## src/rtl/cpu_status_flags_pkg.sv

```systemverilog
package cpu_status_flags_pkg;

    localparam int FLAG_W = 8;

    localparam int POS_N = 7;
    localparam int POS_V = 6;
    localparam int POS_B = 4;
    localparam int POS_D = 3;
    localparam int POS_I = 2;
    localparam int POS_Z = 1;
    localparam int POS_C = 0;

    localparam logic [FLAG_W-1:0] LIVE_BITS =
        (FLAG_W'(1) << POS_N) | (FLAG_W'(1) << POS_V) | (FLAG_W'(1) << POS_B) |
        (FLAG_W'(1) << POS_D) | (FLAG_W'(1) << POS_I) | (FLAG_W'(1) << POS_Z) |
        (FLAG_W'(1) << POS_C);
    localparam logic [FLAG_W-1:0] RESET_WORD = FLAG_W'(1) << POS_I;
    localparam logic [FLAG_W-1:0] NZ_BITS = (FLAG_W'(1) << POS_N) | (FLAG_W'(1) << POS_Z);

    typedef enum logic [2:0] {
        UPD_HOLD,
        UPD_BUS_ALL,
        UPD_ALU,
        UPD_FLAG,
        UPD_BUS_NZ
    } upd_e;

    typedef struct packed {
        logic bus_all_n;
        logic alu_n;
        logic flag_n;
        logic nz_n;
    } strobe_t;

    function automatic logic [FLAG_W-1:0] merge_masked(
        input logic [FLAG_W-1:0] old_v,
        input logic [FLAG_W-1:0] new_v,
        input logic [FLAG_W-1:0] mask);
        return (new_v & mask) | (old_v & ~mask);
    endfunction

    function automatic logic [FLAG_W-1:0] nz_of(input logic [FLAG_W-1:0] b);
        logic [FLAG_W-1:0] r;
        r = '0;
        r[POS_N] = b[FLAG_W-1];
        r[POS_Z] = (b == '0);
        return r;
    endfunction

endpackage

```

## src/rtl/cpu_status_flags_select.sv

```systemverilog
module cpu_status_flags_select
    import cpu_status_flags_pkg::*;
(
    input  strobe_t stb,
    output upd_e    op
);
    always_comb begin
        if (!stb.bus_all_n)   op = UPD_BUS_ALL;
        else if (!stb.alu_n)  op = UPD_ALU;
        else if (!stb.flag_n) op = UPD_FLAG;
        else if (!stb.nz_n)   op = UPD_BUS_NZ;
        else                  op = UPD_HOLD;
    end
endmodule

```

## src/rtl/cpu_status_flags_next.sv

```systemverilog
module cpu_status_flags_next
    import cpu_status_flags_pkg::*;
#(
    parameter int W = FLAG_W
) (
    input  upd_e         op,
    input  logic [W-1:0] cur,
    input  logic [W-1:0] mask,
    input  logic [W-1:0] alu_flags,
    input  logic         flag_val,
    input  logic [W-1:0] bus_in,
    output logic [W-1:0] nxt
);
    logic [W-1:0] raw;

    always_comb begin
        case (op)
            UPD_BUS_ALL: raw = bus_in;
            UPD_ALU:     raw = merge_masked(cur, alu_flags, mask);
            UPD_FLAG:    raw = merge_masked(cur, {W{flag_val}}, mask);
            UPD_BUS_NZ:  raw = merge_masked(cur, nz_of(bus_in), NZ_BITS);
            default:     raw = cur;
        endcase
        nxt = raw & LIVE_BITS;
    end
endmodule

```

## src/rtl/cpu_status_flags_port.sv

```systemverilog
module cpu_status_flags_port #(
    parameter int W = 8
) (
    input  logic         en_n,
    input  logic [W-1:0] value,
    output logic [W-1:0] out,
    output logic         drive
);
    assign drive = ~en_n;
    assign out   = en_n ? '0 : value;
endmodule

```

## src/rtl/cpu_status_flags.sv

```systemverilog
module cpu_status_flags
    import cpu_status_flags_pkg::*;
(
    input  logic              clk,
    input  logic              rst,
    input  logic              bus_all_n,
    input  logic              alu_wr_n,
    input  logic              flag_wr_n,
    input  logic              bus_nz_n,
    input  logic              bus_oe_n,
    input  logic              rd_oe_n,
    input  logic              flag_val,
    input  logic [FLAG_W-1:0] ctl_in,
    input  logic [FLAG_W-1:0] alu_flags,
    input  logic [FLAG_W-1:0] bus_in,
    output logic [FLAG_W-1:0] ctl_out,
    output logic              ctl_drive,
    output logic [FLAG_W-1:0] bus_out,
    output logic              bus_drive
);
    localparam int N_PORTS = 2;

    strobe_t           stb;
    upd_e              op;
    logic [FLAG_W-1:0] flags_q;
    logic [FLAG_W-1:0] flags_d;

    assign stb = '{bus_all_n: bus_all_n, alu_n: alu_wr_n, flag_n: flag_wr_n, nz_n: bus_nz_n};

    cpu_status_flags_select u_sel (
        .stb (stb),
        .op  (op)
    );

    cpu_status_flags_next #(.W(FLAG_W)) u_next (
        .op        (op),
        .cur       (flags_q),
        .mask      (ctl_in),
        .alu_flags (alu_flags),
        .flag_val  (flag_val),
        .bus_in    (bus_in),
        .nxt       (flags_d)
    );

    always_ff @(posedge clk) begin
        if (rst) flags_q <= RESET_WORD;
        else     flags_q <= flags_d;
    end

    logic [N_PORTS-1:0]             p_en_n;
    logic [N_PORTS-1:0][FLAG_W-1:0] p_out;
    logic [N_PORTS-1:0]             p_drive;

    assign p_en_n = {bus_oe_n, rd_oe_n};

    for (genvar g = 0; g < N_PORTS; g++) begin : g_port
        cpu_status_flags_port #(.W(FLAG_W)) u_port (
            .en_n  (p_en_n[g]),
            .value (flags_q),
            .out   (p_out[g]),
            .drive (p_drive[g])
        );
    end

    assign ctl_out   = p_out[0];
    assign ctl_drive = p_drive[0];
    assign bus_out   = p_out[1];
    assign bus_drive = p_drive[1];


    reset_word_chk: assert property (@(posedge clk) rst |=> (flags_q == RESET_WORD));


    hold_idle_chk: assert property (@(posedge clk) disable iff (rst)
        (bus_all_n && alu_wr_n && flag_wr_n && bus_nz_n) |=> $stable(flags_q));


    bus_all_load_chk: assert property (@(posedge clk) disable iff (rst)
        !bus_all_n |=> (flags_q == ($past(bus_in) & LIVE_BITS)));


    alu_merge_chk: assert property (@(posedge clk) disable iff (rst)
        (bus_all_n && !alu_wr_n) |=>
        ((flags_q & $past(ctl_in)) == ($past(alu_flags) & $past(ctl_in) & LIVE_BITS)) &&
        ((flags_q & ~$past(ctl_in)) == ($past(flags_q) & ~$past(ctl_in))));


    bus_release_chk: assert property (@(posedge clk) disable iff (rst)
        bus_oe_n |-> (!bus_drive && bus_out == '0));


    ctl_release_chk: assert property (@(posedge clk) disable iff (rst)
        rd_oe_n |-> (!ctl_drive && ctl_out == '0));

endmodule

```

## config.mk

```make
export PLATFORM = sky130hd
export DESIGN_NAME = cpu_status_flags
export DESIGN_NICKNAME = d
export VERILOG_FILES = /design/src/rtl/cpu_status_flags_pkg.sv /design/src/rtl/cpu_status_flags_select.sv /design/src/rtl/cpu_status_flags_next.sv /design/src/rtl/cpu_status_flags_port.sv /design/src/rtl/cpu_status_flags.sv
export SDC_FILE = /design/constraint.sdc
export NUM_CORES = 1
export LEC_CHECK = 0
export BUFFER_PORTS_ARGS = -buffer_cell sky130_fd_sc_hd__clkbuf_2
export CAP_MARGIN = 10
export CORE_ASPECT_RATIO = 1.5
export CORE_UTILIZATION = 35
export DETAILED_ROUTE_END_ITERATION = 12
export PLACE_DENSITY_LB_ADDON = 0.1
export SYNTH_ARGS = -nofsm -noshare
export SYNTH_HDL_FRONTEND = slang
export SYNTH_HIERARCHICAL = 1
export SYNTH_SLANG_ARGS = --single-unit
export TNS_END_PERCENT = 100
```

## constraint.sdc

```tcl
create_clock -name clk -period 1.8 [get_ports clk]
set_clock_uncertainty 0.1 [all_clocks]
set_input_delay 0.36 -clock clk [delete_from_list [all_inputs] [get_ports clk]]
set_output_delay 0.36 -clock clk [all_outputs]
set_load 0.01 [all_outputs]
```

* Word-level counts from Yosys, hierarchy flattened
Cells that the tools add are included.
Widths: inputs -> output; s select.
** Cells by class
- Bitwise logic cells :: 9
- Multiplexer cells :: 7
- Reductions and logical operators :: 2
- Eq/ne operators :: 4
** Operators with widths (count)
- $pmux 8 s4 :: 1
- $and 8x8->8 :: 3
- $mux 8 :: 2
- $or 8x8->8 :: 2
- $mux 3 :: 4
- $logic_not 8->1 :: 1
- $not 8->8 :: 1
- $or 8x7->8 :: 1
- $eq 3x2->1 const B :: 2
- $reduce_bool 4->1 :: 1
- $eq 3x1->1 const B :: 1
- $eq 3x3->1 const B :: 1
- $not 1->1 :: 2
** Storage, ports and cells
- Input port bits :: 33
- Word-level logic and storage cells :: 24
- Flip-flop bits (word level) :: 8

* Logic depth before layout (Yosys ltp)
Gate-level depths: netlist (run 1).
- Depth after elaboration :: 6
- Mapped depth :: 7
- Gate-level depth less buffers :: 6

* Cells and area by module
Netlist (run 1), hierarchy kept.
** By module, submodules not included
- cpu_status_flags_next :: area each 459.2 um2, seq. area each 0.0 um2, cells each 73, times used 1
- cpu_status_flags :: area each 210.2 um2, seq. area each 160.2 um2, cells each 16, times used 1
- cpu_status_flags_port :: area each 53.8 um2, seq. area each 0.0 um2, cells each 9, times used 2
- cpu_status_flags_select :: area each 26.3 um2, seq. area each 0.0 um2, cells each 4, times used 1

* Worst setup path before layout (run 1)
OpenSTA, ideal clock, no wires.
- Path type :: input to register
- From :: in bus_nz_n
- To :: reg flags_q[2]
- Required time :: 1.580 ns
- Buffers on the path :: 1
- Arrival :: 1.433 ns
- Path slack :: 0.147 ns
- Stages on the path :: 6
- Path through :: and4b_1 > and4b_1 > buf_6 > a211oi_1 > o221ai_1 > or2_1
** On the way
- Cells in the longest elaborated chain, start to end :: 6
- Elaborated cells on any way between the ends :: 10
- Classes of those cells :: eq/ne (4); mux (5); reduce/logical (1)
** RTL lines
- start, declared :: RTL line cpu_status_flags.sv:9 : input logic bus_nz_n,
- $mux 3 (*) :: RTL line cpu_status_flags_select.sv:11 : else if (!stb.nz_n) op = UPD_BUS_NZ;
- $mux 3 (*) :: RTL line cpu_status_flags_select.sv:10 : else if (!stb.flag_n) op = UPD_FLAG;
- $mux 3 (*) :: RTL line cpu_status_flags_select.sv:9 : else if (!stb.alu_n) op = UPD_ALU;
- $mux 3 (*) :: RTL line cpu_status_flags_select.sv:8 : if (!stb.bus_all_n) op = UPD_BUS_ALL;
- $eq 3x3->1, or another cell as far along :: RTL line cpu_status_flags_next.sv:17 : case (op)
- $pmux 8 s4 (*) :: RTL line cpu_status_flags_next.sv:17
- net flags_d[2] :: RTL line cpu_status_flags.sv:26 : logic [FLAG_W-1:0] flags_d;
- end signal, assigned :: RTL line cpu_status_flags.sv:47 : else flags_q <= flags_d;
- end, declared :: RTL line cpu_status_flags.sv:25 : logic [FLAG_W-1:0] flags_q;
Mark *: on every way through the listed nets, which the timed path passes. The rest lies on a longest branch.
A chain may end at the register's enable or synchronous reset.

* Final worst setup path (run 1)
- From :: in alu_wr_n
- To :: reg flags_q[3]
** On the way
- Cells in the longest elaborated chain, start to end :: 4
- Elaborated cells on any way between the ends :: 8
- Classes of those cells :: eq/ne (4); mux (3); reduce/logical (1)
** RTL lines
- start, declared :: RTL line cpu_status_flags.sv:7 : input logic alu_wr_n,
- $mux 3 (*) :: RTL line cpu_status_flags_select.sv:9
- $mux 3 (*) :: RTL line cpu_status_flags_select.sv:8
- net op[0] :: RTL line cpu_status_flags.sv:24 : upd_e op;
- $eq 3x3->1, or another cell as far along :: RTL line cpu_status_flags_next.sv:17
- $pmux 8 s4 (*) :: RTL line cpu_status_flags_next.sv:17
- net flags_d[3] :: RTL line cpu_status_flags.sv:26
Marked as above.

==> flow_summary.json, run 1 <==
{
  "finalHoldViolCount": 0,
  "diodes": 0,
  "num_rows": 20,
  "fillerInstances": 238,
  "worstPathArrival_ps": 1610,
  "io_buffer_count": 48,
  "gr-total-overflow": 0,
  "routed-wl-met3_um": 143,
  "setup_violations": 0,
  "fp.dieW_um": 41.1,
  "ys_seq_area_share_pct": 19.9,
  "drt-total-wl_um": 2070,
  "path_class": "in -> reg",
  "ys_async_sr_fraction_pct": 0,
  "timing.hold.ws_ps": 290,
  "place_area_um2": 1080,
  "start_util_pct": 38.2,
  "antenna_found_initial": 0,
  "p_per_area_nw_per_um2": 492,
  "grt_pass1_vias": 802,
  "layout.nets": 199,
  "syn_area_per_cell_um2": 7.24,
  "min_period_over_period_pct": 87.8,
  "cp_max_fo": 4,
  "reg_top3": "flags_q: 8 flops",
  "worstSetupEndpointType": "flip-flop",
  "leakagePower_uw": 0.000545,
  "dr_total_vias": 944,
  "rsz0062_at_grt": "false",
  "highest_layer": "met4",
  "wl_met2_um": 1030,
  "cts.sinks": 8,
  "largest_register_ffs": 8,
  "status": "complete, no violations",
  "post-route-min-period_ps": 1580,
  "worst_skew_pair.late_latency_ps": 240,
  "multi_input_area_um2": 552,
  "wl_met1_um": 873,
  "grt_max_degree": 17,
  "grt_pass1_wl_um": 3170,
  "synth_area_leaders": "nor2b_1 28%, dfxtp_1 20%, a211oi_1 5.6%",
  "final-max-slew-violation-count": 0,
  "largest-register": "flags_q",
  "crit_required_ps": 1830,
  "yosysMostFrequentCell": "nor2b_1",
  "grt_usage_pct": 18.4,
  "fp.dieH_um": 60.7,
  "cts_root_buf": "clkbuf_4",
  "synth_common_cells": "36 x nor2b_1, 9 x inv_1, 8 x dfxtp_1",
  "netlist.area_leader.share_pct": 28.0,
  "cts_hold_buf": 0,
  "dieArea_um2": 2490,
  "r2r_slack_ps": 640,
  "drive_above_1_share_pct": 36.6,
  "wl_per_cell_um": 11.1,
  "min_path_type": "in -> reg",
  "r2r-start": "flags_q[7]",
  "ioPinCount": 51,
  "yosysTopAreaCell": "nor2b_1",
  "cts_setup_buffers": 0,
  "layout-area-overhead-vs-synth_pct": 37.4,
  "ys_ff_latch": 8,
  "synth_cell_types": 30,
  "ctsHtreeMaxLevel": 1,
  "synth_edf_count": 0,
  "synth_nets": 144,
  "ys.flop_type": "dfxtp_1",
  "dr.first_iter.drc_count": 11,
  "critPathLaunch": "alu_wr_n",
  "cap_violations": 0,
  "syn_area_um2": 803,
  "stdcell_area_um2": 1100,
  "gp_congestion": 0.785,
  "seq_area_um2": 160,
  "numCtsBuffers": 3,
  "coreArea_um2": 2100,
  "peakVddDrop_v": 0.000181,
  "synthCells": 111,
  "cts_buffer_depth": 2,
  "yosys_warnings": 6,
  "drc_errors": 0,
  "ant_nets": 0,
  "max_freq_ghz": 0.633,
  "hpwlAfterDp_um": 1780,
  "clk_pin_slew_ps": 50,
  "hp-start": "rst",
  "worstSetupStartpointType": "primary input",
  "first_pass_iters": 4,
  "cts_tree": "built",
  "cts_resized": 0,
  "vias_per_cell": 5.08
}
## cell families (layout without fill, tap and decap cells)
kind of cell | count (synthesis) | after routing | synth area share (%)
buffers and inverters | 16 | 69 | 11.4
muxes | 2 | 2 | 2.49
AOI/OAI and AO/OA | 28 | 28 | 23.7
xor gates and xnor gates | 1 | 1 | 1.09
and+or+nand+nor | 55 | 55 | 41.0
other | 1 | 1 | 0.467
DFF | 8 | 8 | 19.9
## worst max-delay path, stage by stage
cell and delay (ps):
clkbuf_2 90, inv_1 30, o21ai_1 240, nand3b_1 180, buf_4 180, a211oi_1 250, o221ai_1 130, nor2b_1 140
## path summary, 6_finish.rpt
path / depth (start not counted) / to
max reg2reg: 4 / flags_q[7]
min: 2 / flags_q[6]
max: 8 / flags_q[3]
min reg2reg: 3 / flags_q[2]
## area by class of cell
cell class,count,area share (%)
clock buffer,3,2.04
inverter,9,3.06
multi-input combinational,87,50.0
sequential,8,14.5
tap,22,2.49
timing repair buffer,57,27.9
## metal layers
layer	up-vias	global-route usage [%]
li1	490	-
met2	42	31.3
met5	-	0
met1	410	22.1
met3	2	1.47
met4	0	8.76
## placed cells by master (no fill, tap or decap)
cell / Yosys / layout
clkbuf_2: 0 / 48
nor2b_1: 36 / 36
inv_1: 9 / 9
buf_4: 2 / 9
dfxtp_1: 8 / 8
nand2_1: 7 / 7
a211oi_1: 6 / 6
o21ai_0: 6 / 6
a21oi_1: 5 / 5
o221ai_1: 5 / 5
clkbuf_4: 0 / 3
mux2i_1: 2 / 2
nor2_1: 2 / 2
nand3b_1: 2 / 2
and4b_1: 2 / 2
or2_1: 1 / 1
nand2b_1: 1 / 1
a32oi_1: 1 / 1
o2bb2ai_1: 1 / 1
nand3_1: 1 / 1
nor4_1: 1 / 1
nor3_1: 1 / 1
nand4_1: 1 / 1
xnor2_1: 1 / 1
o211ai_1: 1 / 1
o2111ai_1: 1 / 1
conb_1: 1 / 1
o21ai_1: 1 / 1
a21boi_0: 1 / 1
## power by group
| group | total (uW) | switching (uW) | internal (uW) |
|---|---|---|---|
| Combinational | 206 | 96.4 | 110 |
| Sequential | 207 | 14.4 | 193 |
| Clock | 130 | 53.8 | 75.8 |
| Total | 543 | 165 | 378 |
## through the flow
step	setup TNS [ps]	total power [uW]	cells	util (%)	setup slack, ps
2_1_floorplan	0	327	111	-	147
3_3_place_gp	-86.5	413	183	51.4	-41.4
3_5_place_dp	-182	418	183	51.4	-55.6
4_1_cts	0	554	186	52.5	218
5_1_grt	0	583	186	52.5	74.2
6_report	0	543	186	52.5	219
Power figures use the tool's default switching activity.
==> inputs of run 2 (changes only) <==
--- a/config.mk
+++ b/config.mk
@@ -7,8 +7,8 @@
 export LEC_CHECK = 0
 export BUFFER_PORTS_ARGS = -buffer_cell sky130_fd_sc_hd__clkbuf_2
 export CAP_MARGIN = 10
-export CORE_ASPECT_RATIO = 1.5
-export CORE_UTILIZATION = 35
+export CORE_MARGIN = 2
+export CORE_UTILIZATION = 42
 export DETAILED_ROUTE_END_ITERATION = 12
 export PLACE_DENSITY_LB_ADDON = 0.1
 export SYNTH_ARGS = -nofsm -noshare
==> flow_summary.json, run 2 (synthesis results as in run 1) <==
{
  "critPathLaunch": "alu_wr_n",
  "cap_violations": 0,
  "setup_violations": 0,
  "fp.dieW_um": 47.7,
  "use_met2_pct": 33.9,
  "grt_pass1_wl_um": 3040,
  "drive_above_1_share_pct": 35.4,
  "final_cell_mix": "48 x clkbuf_2, 36 x nor2b_1, 9 x inv_1",
  "dr_total_vias": 919,
  "cts.sinks": 8,
  "post-route-min-period_ps": 1620,
  "numCtsBuffers": 3,
  "path_class": "in -> reg",
  "coreArea_um2": 1760,
  "num_rows": 15,
  "largest_register_ffs": 8,
  "p_per_area_nw_per_um2": 496,
  "cp_max_fo": 15,
  "first_pass_iters": 4,
  "ant_nets": 0,
  "layout.nets": 196,
  "r2r_slack_ps": 660,
  "cts_resized": 0,
  "min_period_over_period_pct": 90.1,
  "hp-start": "rst",
  "drt-total-wl_um": 2110,
  "drc_errors": 0,
  "ff2ff_path_depth": 4,
  "cts_setup_buffers": 0,
  "gp_congestion": 0.810,
  "io_buffer_count": 48,
  "final-max-slew-violation-count": 0,
  "antenna_found_initial": 0,
  "reg2reg_to": "flags_q[4]",
  "cts_tree": "built",
  "whs_path_depth": 2,
  "r2r-start": "flags_q[4]",
  "status": "complete, no violations",
  "dr.first_iter.drc_count": 10,
  "worstSetupStartpointType": "primary input",
  "cts_root_buf": "clkbuf_4",
  "place_ws_ps": -93.7,
  "vias_per_cell": 4.94,
  "clk_pin_slew_ps": 50,
  "max_freq_ghz": 0.617,
  "fp.dieH_um": 47.7,
  "total_power_uw": 538,
  "layout-area-overhead-vs-synth_pct": 35.0,
  "top_usage_layer": "met2",
  "final_common_cell": "clkbuf_2",
  "min_path_type": "in -> reg",
  "use_met3_pct": 6.79,
  "grt_usage_pct": 19.3,
  "crit_path_end": "flags_q[4]",
  "leakagePower_uw": 0.000531,
  "cts_hold_buf": 0,
  "grtUsageMet1_pct": 23.5,
  "dieArea_um2": 2280,
  "start_util_pct": 45.5,
  "reg_top3": "flags_q: 8 flops",
  "worst_skew_pair.late_latency_ps": 250,
  "grt_pass1_vias": 717,
  "peakVddDrop_v": 0.000469,
  "rsz0062_at_grt": "false",
  "worstPathArrival_ps": 1710,
  "worst_slack_ps": 179,
  "finalHoldViolCount": 0,
  "grt_max_degree": 17,
  "largest-register": "flags_q",
  "hpwlAfterDp_um": 1750,
  "ctsHtreeMaxLevel": 1,
  "gr-total-overflow": 0,
  "diodes": 0,
  "ioPinCount": 51,
  "wl_per_cell_um": 11.4,
  "cts_buffer_depth": 2,
  "worstSetupEndpointType": "flip-flop",
  "crit_required_ps": 1880
}
[run 2: cell types whose count changed in the layout (fill, tap and decap cells not counted)]
cell,delta
buf_4,-3
[run 2: worst min-delay path by stage]
| stage | to | slack (ps) |
|---|---|---|
| after floorplan | flags_q[0] | 330 |
| after global placement | flags_q[2] | 500 |
| after detailed placement | flags_q[2] | 500 |
| after CTS | flags_q[1] | 280 |
| after global routing | flags_q[1] | 290 |
| final | flags_q[1] | 280 |
[run 2: critical path, stage by stage]
cell and delay [ps]:
clkbuf_2 90, and4b_1 210, buf_4 190, nor2b_1 320
a21oi_1 130, o221ai_1 240, nor2b_1 150
[run 2: layout make-up]
class / count / area (um2)
fillers: 189 / 679
multi-input cells: 87 / 552
repair buffers: 54 / 285
flip-flops and latches: 8 / 160
inverters: 9 / 33.8
well taps: 25 / 31.3
clock buffers: 3 / 22.5
[run 2: stage by stage]
step	hold slack (ps)	cell area [um2]	instances	utilization [%]	TNS, ps
2_1_floorplan	332	803	111	-	0
3_3_place_gp	499	1050	182	59.8	-191
3_5_place_dp	504	1050	182	59.8	-310
4_1_cts	278	1080	185	61.1	0
5_1_grt	293	1080	186	61.5	0
6_report	281	1080	186	61.5	0
[run 2: report_power, final]
group | internal [uW] | leakage, uW | switching (uW) | total (uW)
clock | 75.8 | 0.0000138 | 53.7 | 129
sequential | 193 | 0.0000663 | 13.9 | 207
combinational | 105 | 0.000451 | 97.1 | 202
[run 2: metal layers]
| layer | share of wire (%) | vias up |
|---|---|---|
| met4 | 0.33 | 0 |
| met2 | 52 | 24 |
| met1 | 43 | 408 |
| met3 | 4.0 | 2 |
| li1 | - | 485 |
| met5 | 0 | - |
